==> config.mk <==
export PLATFORM = sky130hd
export DESIGN_NAME = xdt_tagger
export DESIGN_NICKNAME = d
export VERILOG_FILES = /design/src/rtl/xdt_pkg.sv /design/src/rtl/xdt_countdown.sv /design/src/rtl/xdt_err_matrix.sv /design/src/rtl/xdt_flags.sv /design/src/rtl/xdt_tagger.sv
export SDC_FILE = /design/constraint.sdc
export NUM_CORES = 1
export LEC_CHECK = 0
export ABC_AREA = 1
export BUFFER_PORTS_ARGS = -buffer_cell sky130_fd_sc_hd__buf_2
export CAP_MARGIN = 20
export CORE_ASPECT_RATIO = 0.7
export CORE_MARGIN = 5
export CORE_UTILIZATION = 55
export DETAILED_ROUTE_END_ITERATION = 8
export PLACE_DENSITY = 0.92
export SYNTH_ARGS = -nofsm -noshare
export SYNTH_HDL_FRONTEND = slang
export SYNTH_SLANG_ARGS = --single-unit
==> constraint.sdc <==
create_clock -name clk -period 4.74 [get_ports clk]
set_clock_uncertainty 0.2 [all_clocks]
set_input_delay 1.422 -clock clk [delete_from_list [all_inputs] [get_ports clk]]
set_output_delay 1.422 -clock clk [all_outputs]
set_load 0.005 [all_outputs]
==> src/rtl/xdt_pkg.sv <==
package xdt_pkg;

   localparam int unsigned N_ERR = 3;

   typedef enum int unsigned {
      ERR_OVERFLOW  = 0,
      ERR_ISO_PKT   = 1,
      ERR_ISO_FULL  = 2
   } err_src_e;

   typedef struct packed {
      logic on_rx;
      logic on_tx;
      logic iso_only;
      logic to_dbe;
      logic to_txe;
   } err_rule_t;

   function automatic err_rule_t xdt_rule(int unsigned idx);
      err_rule_t r;
      r = '0;
      case (idx)
         ERR_OVERFLOW: r = '{on_rx: 1'b1, on_tx: 1'b0, iso_only: 1'b0, to_dbe: 1'b1, to_txe: 1'b0};
         ERR_ISO_PKT:  r = '{on_rx: 1'b1, on_tx: 1'b0, iso_only: 1'b1, to_dbe: 1'b0, to_txe: 1'b1};
         ERR_ISO_FULL: r = '{on_rx: 1'b1, on_tx: 1'b1, iso_only: 1'b1, to_dbe: 1'b0, to_txe: 1'b1};
         default:      r = '0;
      endcase
      return r;
   endfunction

endpackage

==> src/rtl/xdt_countdown.sv <==
module xdt_countdown #(
   parameter int unsigned CNT_W = 15,
   parameter int unsigned PKT_W = 11
) (
   input  logic             clk,
   input  logic             rst_n,
   input  logic             load,
   input  logic [CNT_W-1:0] load_bytes,
   input  logic             load_rx,
   input  logic             load_iso,
   input  logic [PKT_W-1:0] load_max_pkt,
   input  logic             pkt_valid,
   input  logic [PKT_W-1:0] pkt_bytes,
   output logic [CNT_W-1:0] remaining,
   output logic             xfer_done,
   output logic             cur_rx,
   output logic             cur_iso,
   output logic             overrun_hit
);

   localparam int unsigned EXT_W = CNT_W - PKT_W;

   logic [CNT_W-1:0] pkt_ext;
   logic [CNT_W-1:0] next_rem;
   logic [PKT_W-1:0] max_pkt_q;
   logic             active;
   logic             accept;
   logic             overrun;
   logic             short_pkt;
   logic             finish;

   initial begin
      assert (CNT_W >= PKT_W) else $error("xdt_countdown: CNT_W must be >= PKT_W");
      assert (PKT_W >= 1)     else $error("xdt_countdown: PKT_W must be >= 1");
   end

   generate
      if (EXT_W == 0) begin : g_same_w
         assign pkt_ext = pkt_bytes;
      end else begin : g_zext
         assign pkt_ext = {{EXT_W{1'b0}}, pkt_bytes};
      end
   endgenerate

   assign accept    = pkt_valid && active && !load;
   assign overrun   = pkt_ext > remaining;
   assign next_rem  = overrun ? '0 : (remaining - pkt_ext);
   assign short_pkt = cur_rx && (pkt_bytes < max_pkt_q);
   assign finish    = (next_rem == '0) || short_pkt;
   assign overrun_hit = accept && overrun;

   always_ff @(posedge clk or negedge rst_n) begin
      if (!rst_n) begin
         remaining <= '0;
         xfer_done <= 1'b0;
         active    <= 1'b0;
         cur_rx    <= 1'b0;
         cur_iso   <= 1'b0;
         max_pkt_q <= '0;
      end else if (load) begin
         remaining <= load_bytes;
         xfer_done <= 1'b0;
         active    <= 1'b1;
         cur_rx    <= load_rx;
         cur_iso   <= load_iso;
         max_pkt_q <= load_max_pkt;
      end else if (accept) begin
         remaining <= next_rem;
         xfer_done <= finish;
         active    <= !finish;
      end else begin
         xfer_done <= 1'b0;
      end
   end

   p_load_r1: assert property (@(posedge clk) disable iff (!rst_n)
      load |=> (remaining == $past(load_bytes)) && !xfer_done);

   p_decrement_r2: assert property (@(posedge clk) disable iff (!rst_n)
      (accept && !overrun) |=> remaining == ($past(remaining) - $past(pkt_ext)));

   p_tx_zero_r3: assert property (@(posedge clk) disable iff (!rst_n)
      (xfer_done && !cur_rx) |-> remaining == '0);

   p_pulse_r5: assert property (@(posedge clk) disable iff (!rst_n)
      xfer_done |=> !xfer_done);

   p_idle_hold_r5: assert property (@(posedge clk) disable iff (!rst_n)
      (!active && !load) |=> $stable(remaining) && !xfer_done);

   p_overrun_r6: assert property (@(posedge clk) disable iff (!rst_n)
      overrun_hit |=> (remaining == '0) && xfer_done);

endmodule

==> src/rtl/xdt_err_matrix.sv <==
module xdt_err_matrix
   import xdt_pkg::*;
(
   input  logic             clk,
   input  logic             rst_n,
   input  logic             cur_rx,
   input  logic             cur_iso,
   input  logic [N_ERR-1:0] ev,
   output logic             dbe_set,
   output logic             txe_set
);

   logic [N_ERR-1:0] hit;
   logic [N_ERR-1:0] dbe_hit;
   logic [N_ERR-1:0] txe_hit;

   generate
      for (genvar i = 0; i < N_ERR; i++) begin : g_src
         localparam err_rule_t RULE = xdt_rule(i);
         logic dir_ok;
         logic type_ok;
         assign dir_ok     = cur_rx ? RULE.on_rx : RULE.on_tx;
         assign type_ok    = cur_iso || !RULE.iso_only;
         assign hit[i]     = ev[i] && dir_ok && type_ok;
         assign dbe_hit[i] = hit[i] && RULE.to_dbe;
         assign txe_hit[i] = hit[i] && RULE.to_txe;
      end
   endgenerate

   assign dbe_set = |dbe_hit;
   assign txe_set = |txe_hit;

   p_tx_no_dbe_r7: assert property (@(posedge clk) disable iff (!rst_n)
      !cur_rx |-> !dbe_set);

   p_noniso_no_txe_r8: assert property (@(posedge clk) disable iff (!rst_n)
      !cur_iso |-> !txe_set);

   p_full_sets_txe_r9: assert property (@(posedge clk) disable iff (!rst_n)
      (cur_iso && ev[ERR_ISO_FULL]) |-> txe_set);

endmodule

==> src/rtl/xdt_flags.sv <==
module xdt_flags (
   input  logic clk,
   input  logic rst_n,
   input  logic load,
   input  logic dbe_set,
   input  logic txe_set,
   input  logic overrun_hit,
   output logic data_buf_err,
   output logic trans_err
);

   always_ff @(posedge clk or negedge rst_n) begin
      if (!rst_n) begin
         data_buf_err <= 1'b0;
         trans_err    <= 1'b0;
      end else if (load) begin
         data_buf_err <= 1'b0;
         trans_err    <= 1'b0;
      end else begin
         data_buf_err <= data_buf_err || dbe_set || overrun_hit;
         trans_err    <= trans_err || txe_set;
      end
   end

   p_clear_r1: assert property (@(posedge clk) disable iff (!rst_n)
      load |=> !data_buf_err && !trans_err);

   p_dbe_sticky_r10: assert property (@(posedge clk) disable iff (!rst_n)
      (data_buf_err && !load) |=> data_buf_err);

   p_txe_sticky_r10: assert property (@(posedge clk) disable iff (!rst_n)
      (trans_err && !load) |=> trans_err);

   p_ovr_flag_r6: assert property (@(posedge clk) disable iff (!rst_n)
      (overrun_hit && !load) |=> data_buf_err);

endmodule

==> src/rtl/xdt_tagger.sv <==
module xdt_tagger
   import xdt_pkg::*;
#(
   parameter int unsigned CNT_W = 15,
   parameter int unsigned PKT_W = 11
) (
   input  logic             clk,
   input  logic             rst_n,
   input  logic             load,
   input  logic [CNT_W-1:0] load_bytes,
   input  logic             load_rx,
   input  logic             load_iso,
   input  logic [PKT_W-1:0] load_max_pkt,
   input  logic             pkt_valid,
   input  logic [PKT_W-1:0] pkt_bytes,
   input  logic             ev_overflow,
   input  logic             ev_iso_pkt_err,
   input  logic             ev_iso_fulfill_err,
   output logic [CNT_W-1:0] remaining,
   output logic             xfer_done,
   output logic             data_buf_err,
   output logic             trans_err
);

   logic             cur_rx;
   logic             cur_iso;
   logic             overrun_hit;
   logic             dbe_set;
   logic             txe_set;
   logic [N_ERR-1:0] ev;

   always_comb begin
      ev = '0;
      ev[ERR_OVERFLOW] = ev_overflow;
      ev[ERR_ISO_PKT]  = ev_iso_pkt_err;
      ev[ERR_ISO_FULL] = ev_iso_fulfill_err;
   end

   xdt_countdown #(.CNT_W(CNT_W), .PKT_W(PKT_W)) u_count (
      .clk          (clk),
      .rst_n        (rst_n),
      .load         (load),
      .load_bytes   (load_bytes),
      .load_rx      (load_rx),
      .load_iso     (load_iso),
      .load_max_pkt (load_max_pkt),
      .pkt_valid    (pkt_valid),
      .pkt_bytes    (pkt_bytes),
      .remaining    (remaining),
      .xfer_done    (xfer_done),
      .cur_rx       (cur_rx),
      .cur_iso      (cur_iso),
      .overrun_hit  (overrun_hit)
   );

   xdt_err_matrix u_matrix (
      .clk     (clk),
      .rst_n   (rst_n),
      .cur_rx  (cur_rx),
      .cur_iso (cur_iso),
      .ev      (ev),
      .dbe_set (dbe_set),
      .txe_set (txe_set)
   );

   xdt_flags u_flags (
      .clk          (clk),
      .rst_n        (rst_n),
      .load         (load),
      .dbe_set      (dbe_set),
      .txe_set      (txe_set),
      .overrun_hit  (overrun_hit),
      .data_buf_err (data_buf_err),
      .trans_err    (trans_err)
   );

   p_done_same_cycle_r11: assert property (@(posedge clk) disable iff (!rst_n)
      (txe_set && !load) |=> trans_err);

endmodule

## Yosys cells after proc, flatten, opt, wreduce, memory -nomap -nowiden

Cells that the tools add are included.

- Output and inout port bits: 18
- Word-level logic and storage cells: 38
- Register bits: 32
- Input bits: 46

- Multiplexer cells: 10
- $lt $le $gt $ge: 2
- Reduce and logical (&&, ||, !) cells: 17
- Add/subtract/negate cells: 1

Operator list:

| cell | count |
|---|---|
| 15-bit two-way mux | 3 |
| 11-bit by 15-bit > comparator with 1-bit output | 1 |
| 15-bit logical NOT | 1 |
| 15-bit by 11-bit subtractor with 15-bit output | 1 |
| 11-bit < comparator | 1 |
| 1-bit logical AND | 8 |
| 1-bit two-way mux | 7 |
| 1-bit logical OR | 4 |
| 1-bit logical NOT | 2 |
| 2-bit nonzero test | 1 |
| 2-bit OR reduction | 1 |

## Logic depth before layout (Yosys ltp)

- Depth in word-level cells: 7
- Gate-level depth with buffers: 16
- Gate-level depth less buffers: 16

## Hierarchy

From an unflattened synthesis, not the netlist that was laid out.

- Cells, all modules: 392
- Area total of the unflattened synthesis: 2621.3 µm²

By module, submodules not included:

| module | cells an instance | area an instance (µm²) | times used | seq. area each (µm²) |
|---|---|---|---|---|
| xdt_countdown | 380 | 2531.2 | 1 | 750.7 |
| xdt_flags | 7 | 70.1 | 1 | 50.0 |
| xdt_err_matrix | 5 | 20.0 | 1 | 0.0 |

## Least setup slack after synthesis

OpenSTA, ideal clock, no wires.

- Kind: input to register
- Start: input port pkt_bytes[0]
- End: register u_count.active
- Path slack: 1.440 ns
- Data arrival time: 2.970 ns
- Required time: 4.410 ns
- Buffers on the path: 0
- Setup time: 0.130 ns
- Cell stages on the path: 13
- Path through: ha_1 fa_1 inv_1 nand2_1 nand2_1 nand2_1 xnor2_1 o21ai_0 nand2_2 nor2_2 nand3_2 nand2_1 a21oi_2

- Longest elaborated chain between the ends: 7
- Elaborated cells between the ends (all ways): 10
- Those cells by class: add/sub (1); order compare (2); mux (3); reduce/logical (4)

Ends and longest elaborated chain:

| element | RTL line | source |
|---|---|---|
| from (decl) | xdt_tagger.sv:15 | `input logic [PKT_W-1:0] pkt_bytes,` |
| 15-bit by 11-bit subtractor with 15-bit output / 11-bit by 15-bit > comparator with 1-bit output (equally long branches) | xdt_countdown.sv:47, xdt_countdown.sv:46 |  |
| 15-bit two-way mux | xdt_countdown.sv:47 | `assign next_rem = overrun ? '0 : (remaining - pkt_ext);` |
| 15-bit logical NOT | xdt_countdown.sv:49 | `assign finish = (next_rem == '0) \|\| short_pkt;` |
| 1-bit logical OR (*) | xdt_countdown.sv:49 |  |
| 1-bit logical NOT (*) | xdt_countdown.sv:70 | `active <= !finish;` |
| 1-bit two-way mux (*) | xdt_countdown.sv:67 | `end else if (accept) begin` |
| 1-bit two-way mux (*) | xdt_countdown.sv:60 | `end else if (load) begin` |
| to (signal assigned) | xdt_countdown.sv:70 |  |
| to (decl) | xdt_countdown.sv:26 | `logic active;` |

Mark *: on every way between the ends. The rest lies on a longest branch, timed or not. The select of a mux whose other input is x is not followed.
A chain may end at the register's enable or synchronous reset.

## Worst setup path in the final report

Ends and elaborated chain as after synthesis.

==> reports/metrics.csv <==
stage,metric,value,unit
run_status,status,finished clean,
cts,h-tree-depth,2,
timing,setup_violations,0,
finish,layout-drive-gt1-share,0.214,
timing,finalSetupTns,0,ns
timing,worstMarginPinSlew,0.744,ns
floorplan,start_util,0.582,
setup_path,worstPathArrival,3.34,ns
timing,fmax,298,MHz
global_routing,grt_max_degree,44,
timing,slew_viol_final,0,
setup_path,crit_chain,buf_2 > ha_1 > fa_1 > inv_1 > nand2_1 > nand2_1 > nand2_1 > xnor2_1 > o21ai_0 > nand2_2 > nor2_2 > nand3_2 > nand2_1 > a21oi_2,
setup_path,start_kind,input pin,
cts,postCtsSetupBuffers,0,
floorplan,die_width,91.9,um
synthesis,synth_edf_count,0,
synthesis,yosysMostFrequentCell,nand2_1,
global_routing,grt_pass1_wl,11.6,mm
synthesis,synth.top_cells.by_count,"nand2_1 (121), inv_1 (64), nand3_1 (37)",
drt,wl_per_cell,13.8,um
drt,vias,2695,
setup_path,cpMostUsedCell,nand2_1,
drt,drtAntennaViolNets,0,
finish,nets,511,
cts,root_buffer,clkbuf_8,
global_routing,grt_usage,0.240,
synthesis,avgSynthCellArea,6.81,sq um
job,max_cap_violations,0,
setup_path,cp.required,4.72,ns
synthesis,async_flop_share,1.00,
drt,avgViaCountPerCell,5.40,
hold_path,hold_path.class,reg -> reg,
placed_design,placed_area,0.00293,sq mm
timing,hold_viol,0,
timing,finalCritPeriodShare,0.709,
timing,rsz0062_at_grt,false,
setup_path,max_stage_delay,0.42,ns
floorplan,dieArea,0.00618,sq mm
synthesis,synthFlopType,dfrtp_1,
finish,fin_util,0.681,
finish,area_growth,17.0,%
placed_design,place_congestion,0.981,
synthesis,synth_cell_types,31,
cts,cts_buffer_depth,2,
timing,slew_headroom,0.504,
setup_path,critPathSlowestCell,fa_1,
cts,ctsHoldBuffers,0,
synthesis,synthTopCellsByArea,"dfrtp_1 (31%), nand2_1 (18%), ha_1 (10%)",
finish,fill_cells,376,
pwr,total_power,0.000997,W
finish,diodes,0,
drt,drt-pass1-iter-count,4,
pwr,ir_drop,218,uV
drt,wl,6.90,mm
cts,cts-buffers-inserted,5,
synthesis,yosysSeqAreaShare,0.310,
placed_design,io_buffers,63,
pwr,power_density,330,mW/mm^2
setup_path,end_kind,flop,
cts,cts_resized,0,
global_routing,grt_antenna_before_repair,0,
synthesis,yosysTopAreaCellShare,0.310,
floorplan,die_y,67.3,um
finish,stdcell_area,0.00302,sq mm
placed_design,dpl.hpwl,5.42,mm
setup_path,rrSetupSlack,2.24,ns
drt,drtIter0Drc,261,
setup_path,crit_type,in -> reg,
floorplan,core_area,0.00443,sq mm
cts,clock_latency,0.29,ns
cts,cts_tree,built,
setup_path,critPathMaxFanout,3,
floorplan,row_count,20,
synthesis,syn_nets,447,
timing,timing.final.ws_setup,1.38,ns
synthesis,synth_top_area_cell,dfrtp_1,
synthesis,synth_cells,379,
synthesis,syn_area,0.00258,sq mm
global_routing,overflow,0,
timing,period_needed,3.36,ns
drt,drc,0,
cts,clk_pin_slew_worst_paths,0.07,ns
pwr,p_leak,1.71,nW
synthesis,ys_warn_count,0,
floorplan,pin_count,64,
cts,numClockSinks,32,
synthesis,synth-seq-cells,32,
placed_design,place_ws,1.15,ns
global_routing,grt_pass1_vias,2598,
[metrics by stage]
step | hold WS (ns) | std cells
global route | 0.320 | 499
CTS | 0.270 | 499
floorplan | 0.232 | 379
finish | 0.269 | 499
global placement | 0.246 | 491
detailed placement | 0.254 | 491
[cell usage in the layout, fill, tap and decap left out, types with 2 or more instances in the layout]
cell type / Yosys / routed
nor2_2: 5 / 5
nand2_2: 8 / 8
nand4_1: 9 / 9
nand3_1: 37 / 37
nand2_1: 121 / 121
xnor2_1: 2 / 2
o221ai_1: 3 / 3
buf_4: 0 / 2
nor2_1: 16 / 16
o21ai_0: 17 / 17
a21oi_1: 11 / 11
buf_2: 0 / 63
o211ai_1: 7 / 7
inv_1: 64 / 64
ha_1: 21 / 21
clkbuf_8: 0 / 5
a21oi_2: 5 / 5
clkinv_2: 0 / 2
dfrtp_1: 32 / 32
nor3_1: 2 / 2
[state kept, by name, summed over array words and instances (netlist names)]
register              flops
u_count.cur_iso           1
u_count.xfer_done         1
u_count.max_pkt_q        11
u_flags.trans_err         1
u_count.cur_rx            1
u_count.remaining        15
u_count.active            1
u_flags.data_buf_err      1
[cells by family (layout without fill, tap and decap cells)]
logic type	count (synthesis)	after routing	synth area share
adders and majority gates	22	22	0.110
buffers and inverters	73	138	0.113
and+or+nand+nor	202	202	0.343
AOI/OAI and AO/OA	47	47	0.113
xor gates and xnor gates	3	3	0.0102
DFF	32	32	0.310
[layout make-up]
type	count	area (sq um)	share of cell area
Clock buffer	5	68.8	0.0228
Clock inverter	3	18.8	0.00622
Inverter	65	244	0.0808
Multi-Input combinational cell	274	1490	0.493
Sequential cell	32	801	0.265
Tap cell	55	68.8	0.0228
Timing Repair Buffer	65	330	0.109
[where the power goes]
group	internal, W	switching [W]	leakage, nW	total (W)
clock	0.000102	0.000109	0.0479	0.000211
combinational	0.000165	0.000287	1.27	0.000452
sequential	0.000307	0.0000266	0.390	0.000334
total	0.000575	0.000422	1.71	0.000997
[final timing paths]
check / start / cells after the start / endpoint
max: pkt_bytes[0] / 14 / u_count.active
min: u_count.cur_iso / 2 / u_count.cur_iso
max reg2reg: u_count.remaining[0] / 14 / u_count.active
min reg2reg: u_count.cur_iso / 2 / u_count.cur_iso
max in group asynchronous: rst_n / 1 / u_count.max_pkt_q[9]
min in group asynchronous: rst_n / 1 / u_count.max_pkt_q[2]
[metal layers]
| metal | vias up | routed length (um) | track usage |
|---|---|---|---|
| li1 | 1340 | - | - |
| met1 | 1211 | 3180 | 0.330 |
| met2 | 129 | 2950 | 0.383 |
| met3 | 15 | 642 | 0.0479 |
| met4 | 0 | 126 | 0.0778 |
| met5 | - | 0 | 0 |
[critical path, delay by kind of cell]
kind	cells	cell delay, ns
AO/OA/AOI/OAI	2	0.30
XOR/XNOR	1	0.14
adder cells (fa/ha/maj)	2	0.63
AND/OR/NAND/NOR	7	0.60
buffers and inverters	2	0.23
Power figures use the tool's default switching activity.
